## src/rtl/ixl_pkg.sv

```systemverilog
package ixl_pkg;

    parameter int unsigned ADDR_W = 64;

    typedef enum logic [1:0] {
        FLT_NONE = 2'd0,
        FLT_ACV  = 2'd1,
        FLT_MISS = 2'd2,
        FLT_MCHK = 2'd3
    } fault_e;

    typedef enum logic [1:0] {
        MD_KERNEL = 2'd0,
        MD_EXEC   = 2'd1,
        MD_SUPER  = 2'd2,
        MD_USER   = 2'd3
    } mode_e;

    typedef enum logic [2:0] {
        RG_BYPASS,
        RG_PHYS,
        RG_BADVA,
        RG_DIRECT,
        RG_MAPPED
    } region_e;

    typedef struct packed {
        logic              vld;
        logic [ADDR_W-1:0] pa;
        fault_e            fault;
        logic              unc;
    } rsp_t;

endpackage

```

## src/rtl/ixl_region.sv

```systemverilog
module ixl_region
    import ixl_pkg::*;
#(
    parameter int unsigned HI_W   = 17,
    parameter int unsigned WIN_W  = 7,
    parameter logic [WIN_W-1:0] WIN_TAG = 7'h7E
) (
    input  logic             pal_bit,
    input  logic             phys,
    input  logic [HI_W-1:0]  va_hi,
    input  logic [WIN_W-1:0] va_win,
    output region_e          region
);
    logic canonical;

    always_comb begin
        canonical = (&va_hi) | ~(|va_hi);
        if (pal_bit)
            region = RG_BYPASS;
        else if (phys)
            region = RG_PHYS;
        else if (!canonical)
            region = RG_BADVA;
        else if (va_win == WIN_TAG)
            region = RG_DIRECT;
        else
            region = RG_MAPPED;
    end
endmodule

```

## src/rtl/ixl_direct.sv

```systemverilog
module ixl_direct
    import ixl_pkg::*;
#(
    parameter int unsigned PA_W    = 44,
    parameter int unsigned EXT_BIT = 40
) (
    input  logic [PA_W-1:0]   va_lo,
    output logic [ADDR_W-1:0] pa
);
    localparam int unsigned FILL_W = PA_W - EXT_BIT;

    always_comb begin
        pa = '0;
        pa[EXT_BIT-1:0] = va_lo[EXT_BIT-1:0];
        if (va_lo[EXT_BIT])
            pa[PA_W-1:EXT_BIT] = {FILL_W{1'b1}};
    end
endmodule

```

## src/rtl/ixl_pagemap.sv

```systemverilog
module ixl_pagemap
    import ixl_pkg::*;
#(
    parameter int unsigned PPN_W      = 32,
    parameter int unsigned PAGE_SHIFT = 13,
    parameter int unsigned MODE_W     = 2,
    parameter int unsigned ALIGN_BITS = 2
) (
    input  logic [PAGE_SHIFT-1:ALIGN_BITS] va_off,
    input  logic                          hit,
    input  logic [PPN_W-1:0]              ppn,
    input  logic [(1<<MODE_W)-1:0]        xre,
    input  logic [MODE_W-1:0]             mode,
    output logic                          miss,
    output logic                          perm_ok,
    output logic [ADDR_W-1:0]             pa
);
    localparam int unsigned NMODES = 1 << MODE_W;

    logic [NMODES-1:0] mode_sel;

    generate
        for (genvar m = 0; m < NMODES; m++) begin : g_sel
            assign mode_sel[m] = (mode == MODE_W'(m)) & xre[m];
        end
    endgenerate

    always_comb begin
        miss    = ~hit;
        perm_ok = |mode_sel;
        pa      = (ADDR_W'(ppn) << PAGE_SHIFT)
                + ADDR_W'({va_off, {ALIGN_BITS{1'b0}}});
    end
endmodule

```

## src/rtl/ixl_finish.sv

```systemverilog
module ixl_finish
    import ixl_pkg::*;
#(
    parameter int unsigned PA_W   = 44,
    parameter int unsigned UNC_BIT = 43,
    parameter int unsigned CLR_HI = 42,
    parameter int unsigned CLR_LO = 35
) (
    input  logic [ADDR_W-1:0] pa_in,
    output logic              mchk,
    output logic              unc,
    output logic [ADDR_W-1:0] pa_out
);
    localparam logic [ADDR_W-1:0] CLR_MASK =
        ((ADDR_W'(1) << (CLR_HI + 1)) - ADDR_W'(1)) ^ ((ADDR_W'(1) << CLR_LO) - ADDR_W'(1));

    always_comb begin
        mchk   = |pa_in[ADDR_W-1:PA_W];
        unc    = ~mchk & pa_in[UNC_BIT];
        pa_out = unc ? (pa_in & ~CLR_MASK) : pa_in;
    end
endmodule

```

## src/rtl/ifetch_xlate.sv

```systemverilog
module ifetch_xlate
    import ixl_pkg::*;
#(
    parameter int unsigned PA_W       = 44,
    parameter int unsigned VA_IMPL    = 48,
    parameter int unsigned PAGE_SHIFT = 13,
    parameter int unsigned PPN_W      = 32,
    parameter int unsigned ASN_W      = 8,
    parameter int unsigned MODE_W     = 2,
    parameter int unsigned WIN_LO     = 41,
    parameter int unsigned EXT_BIT    = 40,
    parameter int unsigned UNC_BIT    = 43,
    parameter int unsigned CLR_HI     = 42,
    parameter int unsigned CLR_LO     = 35
) (
    input  logic                          clk,
    input  logic                          rst_n,
    input  logic                          req_vld,
    input  logic [63:0]                   req_va,
    input  logic                          req_phys,
    input  logic [MODE_W-1:0]             req_mode,
    input  logic [ASN_W-1:0]              req_asn,
    output logic [VA_IMPL-PAGE_SHIFT-1:0] tlb_vpn,
    output logic [ASN_W-1:0]              tlb_asn,
    input  logic                          tlb_hit,
    input  logic [PPN_W-1:0]              tlb_ppn,
    input  logic [(1<<MODE_W)-1:0]        tlb_xre,
    output logic                          rsp_vld,
    output logic [63:0]                   rsp_pa,
    output logic [1:0]                    rsp_fault,
    output logic                          rsp_uncached
);
    localparam int unsigned HI_W  = ADDR_W - VA_IMPL + 1;
    localparam int unsigned WIN_W = VA_IMPL - WIN_LO;
    localparam logic [ADDR_W-1:0] IMPL_MASK = (ADDR_W'(1) << PA_W) - ADDR_W'(1);
    localparam logic [ADDR_W-1:0] PAL_MASK  = ~ADDR_W'(3);

    region_e           region;
    logic [ADDR_W-1:0] direct_pa, map_pa, fin_in, fin_pa;
    logic              map_miss, map_perm_ok, fin_mchk, fin_unc;
    rsp_t              rsp_d, rsp_q;

    assign tlb_vpn = req_va[VA_IMPL-1:PAGE_SHIFT];
    assign tlb_asn = req_asn;

    ixl_region #(.HI_W(HI_W), .WIN_W(WIN_W), .WIN_TAG(7'h7E)) u_region (
        .pal_bit (req_va[0]),
        .phys    (req_phys),
        .va_hi   (req_va[ADDR_W-1:VA_IMPL-1]),
        .va_win  (req_va[VA_IMPL-1:WIN_LO]),
        .region  (region)
    );

    ixl_direct #(.PA_W(PA_W), .EXT_BIT(EXT_BIT)) u_direct (
        .va_lo (req_va[PA_W-1:0]),
        .pa    (direct_pa)
    );

    ixl_pagemap #(.PPN_W(PPN_W), .PAGE_SHIFT(PAGE_SHIFT), .MODE_W(MODE_W), .ALIGN_BITS(2)) u_pagemap (
        .va_off  (req_va[PAGE_SHIFT-1:2]),
        .hit     (tlb_hit),
        .ppn     (tlb_ppn),
        .xre     (tlb_xre),
        .mode    (req_mode),
        .miss    (map_miss),
        .perm_ok (map_perm_ok),
        .pa      (map_pa)
    );

    always_comb begin
        case (region)
            RG_PHYS:   fin_in = req_va;
            RG_DIRECT: fin_in = direct_pa;
            default:   fin_in = map_pa;
        endcase
    end

    ixl_finish #(.PA_W(PA_W), .UNC_BIT(UNC_BIT), .CLR_HI(CLR_HI), .CLR_LO(CLR_LO)) u_finish (
        .pa_in  (fin_in),
        .mchk   (fin_mchk),
        .unc    (fin_unc),
        .pa_out (fin_pa)
    );

    always_comb begin
        logic take_fin;
        rsp_d     = rsp_q;
        rsp_d.vld = req_vld;
        take_fin  = 1'b0;
        if (req_vld) begin
            rsp_d.pa    = '0;
            rsp_d.fault = FLT_NONE;
            rsp_d.unc   = 1'b0;
            case (region)
                RG_BYPASS: rsp_d.pa = req_va & PAL_MASK & IMPL_MASK;
                RG_BADVA:  rsp_d.fault = FLT_ACV;
                RG_PHYS:   take_fin = 1'b1;
                RG_DIRECT: begin
                    if (req_mode != MODE_W'(MD_KERNEL))
                        rsp_d.fault = FLT_ACV;
                    else
                        take_fin = 1'b1;
                end
                default: begin
                    if (map_miss)
                        rsp_d.fault = FLT_MISS;
                    else if (!map_perm_ok)
                        rsp_d.fault = FLT_ACV;
                    else
                        take_fin = 1'b1;
                end
            endcase
            if (take_fin) begin
                if (fin_mchk) begin
                    rsp_d.fault = FLT_MCHK;
                    rsp_d.pa    = fin_in;
                end else begin
                    rsp_d.pa  = fin_pa;
                    rsp_d.unc = fin_unc;
                end
            end
        end
    end

    always_ff @(posedge clk or negedge rst_n) begin
        if (!rst_n)
            rsp_q <= '0;
        else
            rsp_q <= rsp_d;
    end

    assign rsp_vld      = rsp_q.vld;
    assign rsp_pa       = rsp_q.pa;
    assign rsp_fault    = rsp_q.fault;
    assign rsp_uncached = rsp_q.unc;

    p_latency_r1: assert property (@(posedge clk) disable iff (!rst_n)
        req_vld |=> rsp_vld);
    p_hold_r1: assert property (@(posedge clk) disable iff (!rst_n)
        !req_vld |=> (!rsp_vld && $stable(rsp_pa) && $stable(rsp_fault)));
    p_bypass_r2: assert property (@(posedge clk) disable iff (!rst_n)
        (req_vld && req_va[0]) |=> (rsp_fault == FLT_NONE && rsp_pa[1:0] == 2'b00
                                    && !rsp_uncached && rsp_pa[63:PA_W] == '0));
    p_badva_r4: assert property (@(posedge clk) disable iff (!rst_n)
        (req_vld && !req_va[0] && !req_phys && (req_va[63] != req_va[VA_IMPL-1]))
            |=> (rsp_fault == FLT_ACV));
    p_miss_zero_r6: assert property (@(posedge clk) disable iff (!rst_n)
        (rsp_vld && (rsp_fault == FLT_ACV || rsp_fault == FLT_MISS)) |-> (rsp_pa == '0));
    p_mchk_r9: assert property (@(posedge clk) disable iff (!rst_n)
        (rsp_vld && rsp_fault == FLT_MCHK) |-> (rsp_pa[63:PA_W] != '0 && !rsp_uncached));
    p_uncached_r10: assert property (@(posedge clk) disable iff (!rst_n)
        rsp_uncached |-> (rsp_fault == FLT_NONE && rsp_pa[UNC_BIT] && rsp_pa[CLR_HI:CLR_LO] == '0));
endmodule

```

## config.mk

```make
export PLATFORM = sky130hd
export DESIGN_NAME = ifetch_xlate
export DESIGN_NICKNAME = d
export VERILOG_FILES = /design/src/rtl/ixl_pkg.sv /design/src/rtl/ixl_region.sv /design/src/rtl/ixl_direct.sv /design/src/rtl/ixl_pagemap.sv /design/src/rtl/ixl_finish.sv /design/src/rtl/ifetch_xlate.sv
export SDC_FILE = /design/constraint.sdc
export NUM_CORES = 1
export LEC_CHECK = 0
export BUFFER_PORTS_ARGS = -buffer_cell sky130_fd_sc_hd__buf_2
export CORE_MARGIN = 2
export CORE_UTILIZATION = 48
export CTS_BUF_LIST = sky130_fd_sc_hd__clkbuf_8 sky130_fd_sc_hd__clkbuf_16
export DETAILED_ROUTE_END_ITERATION = 6
export HOLD_SLACK_MARGIN = 0.05
export PLACE_DENSITY = 0.76
export SYNTH_ARGS = -nofsm -noshare
export SYNTH_HDL_FRONTEND = slang
export SYNTH_HIERARCHICAL = 1
export SYNTH_SLANG_ARGS = --single-unit
export TNS_END_PERCENT = 30
```

## constraint.sdc

```tcl
create_clock -name clk -period 1 [get_ports clk]
set_input_delay 0.2 -clock clk [delete_from_list [all_inputs] [get_ports clk]]
set_output_delay 0.2 -clock clk [all_outputs]
set_load 0.1 [all_outputs]
```

## Word level (Yosys, flattened, before mapping)

Index checks and enable logic that the tools add are counted.

- Output and inout port bits: 111
- Bits of input ports: 115
- Register bits: 68
- Logic and storage cells: 50

- Bitwise gates (word level): 8
- $add $sub $neg: 1
- Equality and inequality tests: 7
- Mux-type cells: 21
- Reductions and logical operators: 9

Operators with widths:

| kind | number |
|---|---|
| 64-bit one-hot mux with 2 select lines | 1 |
| 43-bit two-way mux | 2 |
| 67-bit two-way mux | 1 |
| 45-bit by 13-bit adder with 46-bit output | 1 |
| 44-bit two-way mux | 1 |
| 20-bit OR reduction | 1 |
| 17-bit AND reduction | 1 |
| 17-bit OR reduction | 1 |
| 3-bit two-way mux | 4 |
| 7-bit == test, second input constant | 1 |
| 1-bit two-way mux | 7 |
| 3-bit by 2-bit == test with 1-bit output, second input constant | 2 |
| 2-bit one-hot mux with 3 select lines | 1 |
| 1-bit bitwise AND | 5 |
| 2-bit == test, second input constant | 2 |
| 2-bit two-way mux | 2 |
| 4-bit two-way mux | 1 |
| 2-bit OR reduction | 2 |
| 4-bit OR reduction | 1 |
| 3-bit by 1-bit == test with 1-bit output, second input constant | 1 |
| 3-bit zero test | 1 |
| 1-bit one-hot mux with 3 select lines | 1 |
| 2-bit by 1-bit == test with 1-bit output, second input constant | 1 |
| 2-bit zero test | 1 |
| 3 further kinds | 4 |

## Logic depth before layout (Yosys ltp)

- Depth after elaboration: 14
- Mapped depth: 19
- Mapped depth without buffers: 14

## By module

Netlist, hierarchy kept.

Modules (own cells, without submodules):

| module | sequential area each (um^2) | area an instance (um^2) | cells an instance | times used |
|---|---|---|---|---|
| ifetch_xlate | 1701.6 | 5617.9 | 721 | 1 |
| ixl_finish | 0.0 | 548.0 | 75 | 1 |
| ixl_pagemap | 0.0 | 510.5 | 67 | 1 |
| ixl_direct | 0.0 | 484.2 | 65 | 1 |
| ixl_region | 0.0 | 136.4 | 20 | 1 |

## Least setup slack after synthesis

OpenSTA, ideal clock, no wires.

- Kind: input-to-reg
- Start point: in req_va[57]
- End point: reg rsp_q (netlist bit rsp_pa[10])
- Slack: -2.990 ns
- Arrival: 3.849 ns
- Required time: 0.859 ns
- Cell stages on the path: 18
- Setup time: 0.141 ns
- Buffers on the path: 4
- Cell sequence: nor4_1 > nand4_1 > nor4_2 > a41oi_1 > nor4_1 > nor2b_1 > clkbuf_1 > mux2_2 > nor4_1 > and3_1 > buf_2 > nand3_1 > clkbuf_1 > clkbuf_1 > nand2_1 > o2bb2ai_1 > o21ai_0 > a31oi_1

- Cells in the longest elaborated chain, start to end: 11
- Elaborated cells between the ends (all ways): 20
- Classes of those cells: eq/ne (3); mux (10); bitwise (2); reduce/logical (5)

Ends and longest elaborated chain:

| element | RTL line | source |
|---|---|---|
| start, declared | ifetch_xlate.sv:19 | `input logic [63:0] req_va,` |
| 17-bit OR reduction | ixl_region.sv:17 | `canonical = (&va_hi) \| ~(\|va_hi);` |
| 1-bit inverter | ixl_region.sv:17 |  |
| 1-bit OR * | ixl_region.sv:17 |  |
| 3-bit two-way mux * | ixl_region.sv:22 | `else if (!canonical)` |
| 3-bit two-way mux * | ixl_region.sv:20 | `else if (phys)` |
| 3-bit two-way mux * | ixl_region.sv:18 | `if (pal_bit)` |
| via region[2] | ifetch_xlate.sv:38 | `region_e region;` |
| 3-bit by 2-bit == test with 1-bit output or 3-bit by 1-bit == test with 1-bit output (tied branches) | ifetch_xlate.sv:71 | `case (region)` |
| 64-bit one-hot mux with 2 select lines * | ifetch_xlate.sv:71 |  |
| via fin_in[48] | ifetch_xlate.sv:39 | `logic [ADDR_W-1:0] direct_pa, map_pa, fin_in, fin_pa;` |
| 20-bit OR reduction * | ixl_finish.sv:18 | `mchk = \|pa_in[ADDR_W-1:PA_W];` |
| via fin_mchk | ifetch_xlate.sv:40 | `logic map_miss, map_perm_ok, fin_mchk, fin_unc;` |
| 43-bit two-way mux * | ifetch_xlate.sv:114 | `if (fin_mchk) begin` |
| 67-bit two-way mux * | ifetch_xlate.sv:113 | `if (take_fin) begin` |
| end signal, assigned | ifetch_xlate.sv:129 | `rsp_q <= rsp_d;` |
| end, declared | ifetch_xlate.sv:41 | `rsp_t rsp_d, rsp_q;` |

The timed path passes the listed nets; every way through them passes the cells marked *. The select of a mux whose other input is x is not followed.
A chain may end at the register's enable or synchronous reset.

## Final worst setup path

- Start point: in req_va[49]
- End point: reg rsp_q (netlist bit rsp_pa[11])

The elaborated chain is that of the path after synthesis.

==> summary.md <==
| Metric | Value |
|---|---|
| Status | finished, violations left |
| Violated checks | negative setup slack |
| Pre-antenna DRT Iters | 5 |
| ANT nets after route | 0 |
| R2R setup slack | 0.13 ns |
| CP max stage delay | 0.32 ns |
| FF-to-FF End | rsp_uncached$_DFFE_PN0P_ |
| Starting DRT DRC Count | 343 |
| Avg Inst Size Synth | 7.70 um2 |
| CTS Root Cell | clkbuf_16 |
| Hold path cells | 3 |
| Crit. End Element | register |
| CP Max Fanout | 8 |
| Clock sink count | 68 |
| TritonCTS clock tree | done |
| Setup TNS | -157.88 ns |
| Via-to-Cell Ratio | 5.50 |
| CTS Buf Count | 9 |
| Post-Syn Area | 0.00730 mm2 |
| Clk pin slew, worst setup/hold paths | 0.06 ns |
| R2R depth | 2 |
| Rel. slew slack | 55.4% |
| RD Place Congestion | 0.768 |
| Commonest register cell after synthesis | dfrtp_1 |
| Period utilization | 332% |
| Slew @ Worst Pin | 0.669 ns |
| Sequential share of the synthesized area | 23.3% |
| Number of global-route vias before repair | 6618 |
| Flops & latches, synth | 68 |
| F_max | 0.301 GHz |
| H-tree depth | 3 |
| Area growth from synthesis to layout | 43.2% |
| Ys async rst share | 100% |
| Post-Syn Instances | 948 |
| # port buffers | 209 |
| Leakage | 0.00476 uW |
| Number of synthesized flops with an enable pin | 0 |
| Worst path arrival time | 3.55 ns |
| Core box area | 0.0150 mm2 |
| Die Wd | 127 um |
| Max cap viols | 0 |
| Largest net degree at the start of global routing | 69 |
| Clock Skew | 0 ns |
| CP endpoint | rsp_pa[11]$_DFFE_PN0P_ |
| DR vias | 6770 |
| Worst setup path start | req_va[49] |
| Total track usage | 26.1% |
| Max Root-Sink Buffers | 2 |
| Die H | 127 um |
| HP Class | in -> reg |
| First-pass GRT wire length | 33.8 mm |
| Final Power | 14100 uW |
| Worst-Skew Late Latency | 0.35 ns |
| Commonest non-fill, non-tap cell in the layout | buf_12 |
| Most frequent cells in the layout | buf_12 (117), nor2_1 (104), buf_2 (98) |
| Initial antenna violation count | 0 |
| IO Count | 226 |
| Power per cell area | 1350 mW/mm2 |
| RSZ-0062 raised after global routing | yes |
| Layout net count | 1154 |
| Final setup violation count | 135 |
| GR Overflow Total | 0 |
| Critical path type | in -> reg |
| Slowest-stage cell, CP | mux2_4 |
| YS warnings | 6 |
| Critical Path Start Type | input port |
| Setup ws final | -2.32 ns |
| Worst path required time | 1.22 ns |
| Fin. Hold Viols | 0 |
| Final HPWL DP | 14.0 mm |
| Worst VDD drop | 0.848 mV |
| N_diodes | 0 |
| DR DRC count | 0 |
| Initial core utilization | 48.5% |
| Post-route minimum period | 3.32 ns |
| Std cell rows | 45 |
| DRT Wirelength | 21.8 mm |
| Share of layout cells above drive strength 1 | 44.6% |
| Max Slew Vio Count | 0 |
| WL/cell | 17.7 um |
| Critical path, cell by cell | buf_6 > nor4_4 > nand4_1 > nor4_2 > a41oi_2 > nor4_4 > nor2b_4 > buf_12 > buf_6 > mux2_4 > nor4_4 > buf_4 > nand3_4 > nand3b_1 > buf_12 > buf_12 > buf_16 > nor2_2 > o21ai_1 > a31oi_1 |
| Die area | 0.0162 mm2 |
| R2r startpoint | rsp_uncached$_DFFE_PN0P_ |
| Distinct cell type count after synthesis | 39 |
| Place WS | -2.69 ns |
[routing by layer]
| layer | global-route usage (%) | up-vias | wire, um |
|---|---|---|---|
| li1 | - | 3176 | - |
| met5 | 0 | - | 0 |
| met4 | 13.8 | 0 | 934 |
| met2 | 44.6 | 305 | 11000 |
| met3 | 5.07 | 80 | 1350 |
| met1 | 31.0 | 3209 | 8500 |
[power breakdown]
group	leakage [uW]	internal (uW)	switching [uW]
sequential	0.000822	3050	356
clock	0.000156	2200	1390
combinational	0.00378	2680	4460
[worst max-delay path: cells and delay by family]
family | cells | cell delay (ns)
AO/OA/AOI/OAI | 3 | 0.37
buffers and inverters | 7 | 0.95
AND/OR/NAND/NOR | 9 | 1.67
multiplexers | 1 | 0.32
[flip-flops by register name, summed over array words and instances, names as in the netlist]
| register | cells |
|---|---|
| rsp_uncached | 1 |
| rsp_fault | 2 |
| rsp_pa | 64 |
| rsp_vld | 1 |
[cell usage after synthesis (2+ instances only)]
| cell | count | share of area [%] |
|---|---|---|
| nand4_1 | 5 | 0.43 |
| inv_1 | 24 | 1.2 |
| buf_4 | 232 | 24 |
| mux2i_1 | 64 | 8.8 |
| nor4_1 | 10 | 0.86 |
| nand2_1 | 88 | 4.5 |
| nand3b_1 | 2 | 0.21 |
| mux2_2 | 44 | 6.8 |
| nand2b_1 | 2 | 0.17 |
| o21ai_1 | 7 | 0.48 |
| a21oi_1 | 43 | 2.9 |
| and3_1 | 2 | 0.17 |
| o2bb2ai_1 | 42 | 5.0 |
| nor2_1 | 131 | 6.7 |
| a21boi_0 | 7 | 0.72 |
| clkbuf_2 | 3 | 0.21 |
| a31oi_1 | 43 | 3.7 |
| buf_2 | 11 | 0.75 |
| conb_1 | 2 | 0.10 |
| clkbuf_1 | 31 | 1.6 |
| dfrtp_1 | 68 | 23 |
| o21ai_0 | 35 | 2.4 |
| o22ai_1 | 23 | 2.0 |
| buf_1 | 12 | 0.62 |
| nor2b_1 | 3 | 0.26 |
[cell type report]
cell class              count  area [um2]
clock inverters             7        98.8
inverters                  25         106
fillers                  1031        4580
flip-flops and latches     68        1700
clock buffers               9         225
multi-input cells         605        4120
well taps                 188         235
repair buffers            330        3960
[through the flow]
step	hold slack, ns	instance area, um2	std cells	util, %
2_1_floorplan	-0.0956	7600	987	-
3_5_place_dp	0.248	9270	1191	61.6
4_1_cts	0.123	10100	1227	67.0
5_1_grt	0.143	10500	1232	69.5
3_3_place_gp	0.242	9270	1191	61.6
6_report	0.134	10500	1232	69.5
[cells by family after synthesis]
kind of cell / Yosys count / synth area share, %
buf+inv: 314 / 28.3
other cells: 2 / 0.103
mux: 109 / 15.9
simple gates: 248 / 14.0
flops: 68 / 23.3
compound gates: 207 / 18.4
[timing repair]
action,CTS,global route
gates resized for setup,70,76
setup buffers,12,2
hold buffers,1,0
cloned,7,4
endpoints found under the setup margin,135,135
endpoints found under the hold margin,68,0
pin swaps,14,45
[worst min path at each step]
stage	startpoint	end	slack [ns]
2_1_floorplan	rst_n	rsp_fault[0]$_DFFE_PN0P_	-0.1
3_3_place_gp	rst_n	rsp_pa[8]$_DFFE_PN0P_	0.24
3_5_place_dp	rst_n	rsp_pa[8]$_DFFE_PN0P_	0.25
4_1_cts	req_va[16]	rsp_pa[16]$_DFFE_PN0P_	0.12
5_1_grt	req_va[39]	rsp_pa[39]$_DFFE_PN0P_	0.14
6_report	req_va[36]	rsp_pa[36]$_DFFE_PN0P_	0.13
(Power assumes the default switching activity.)
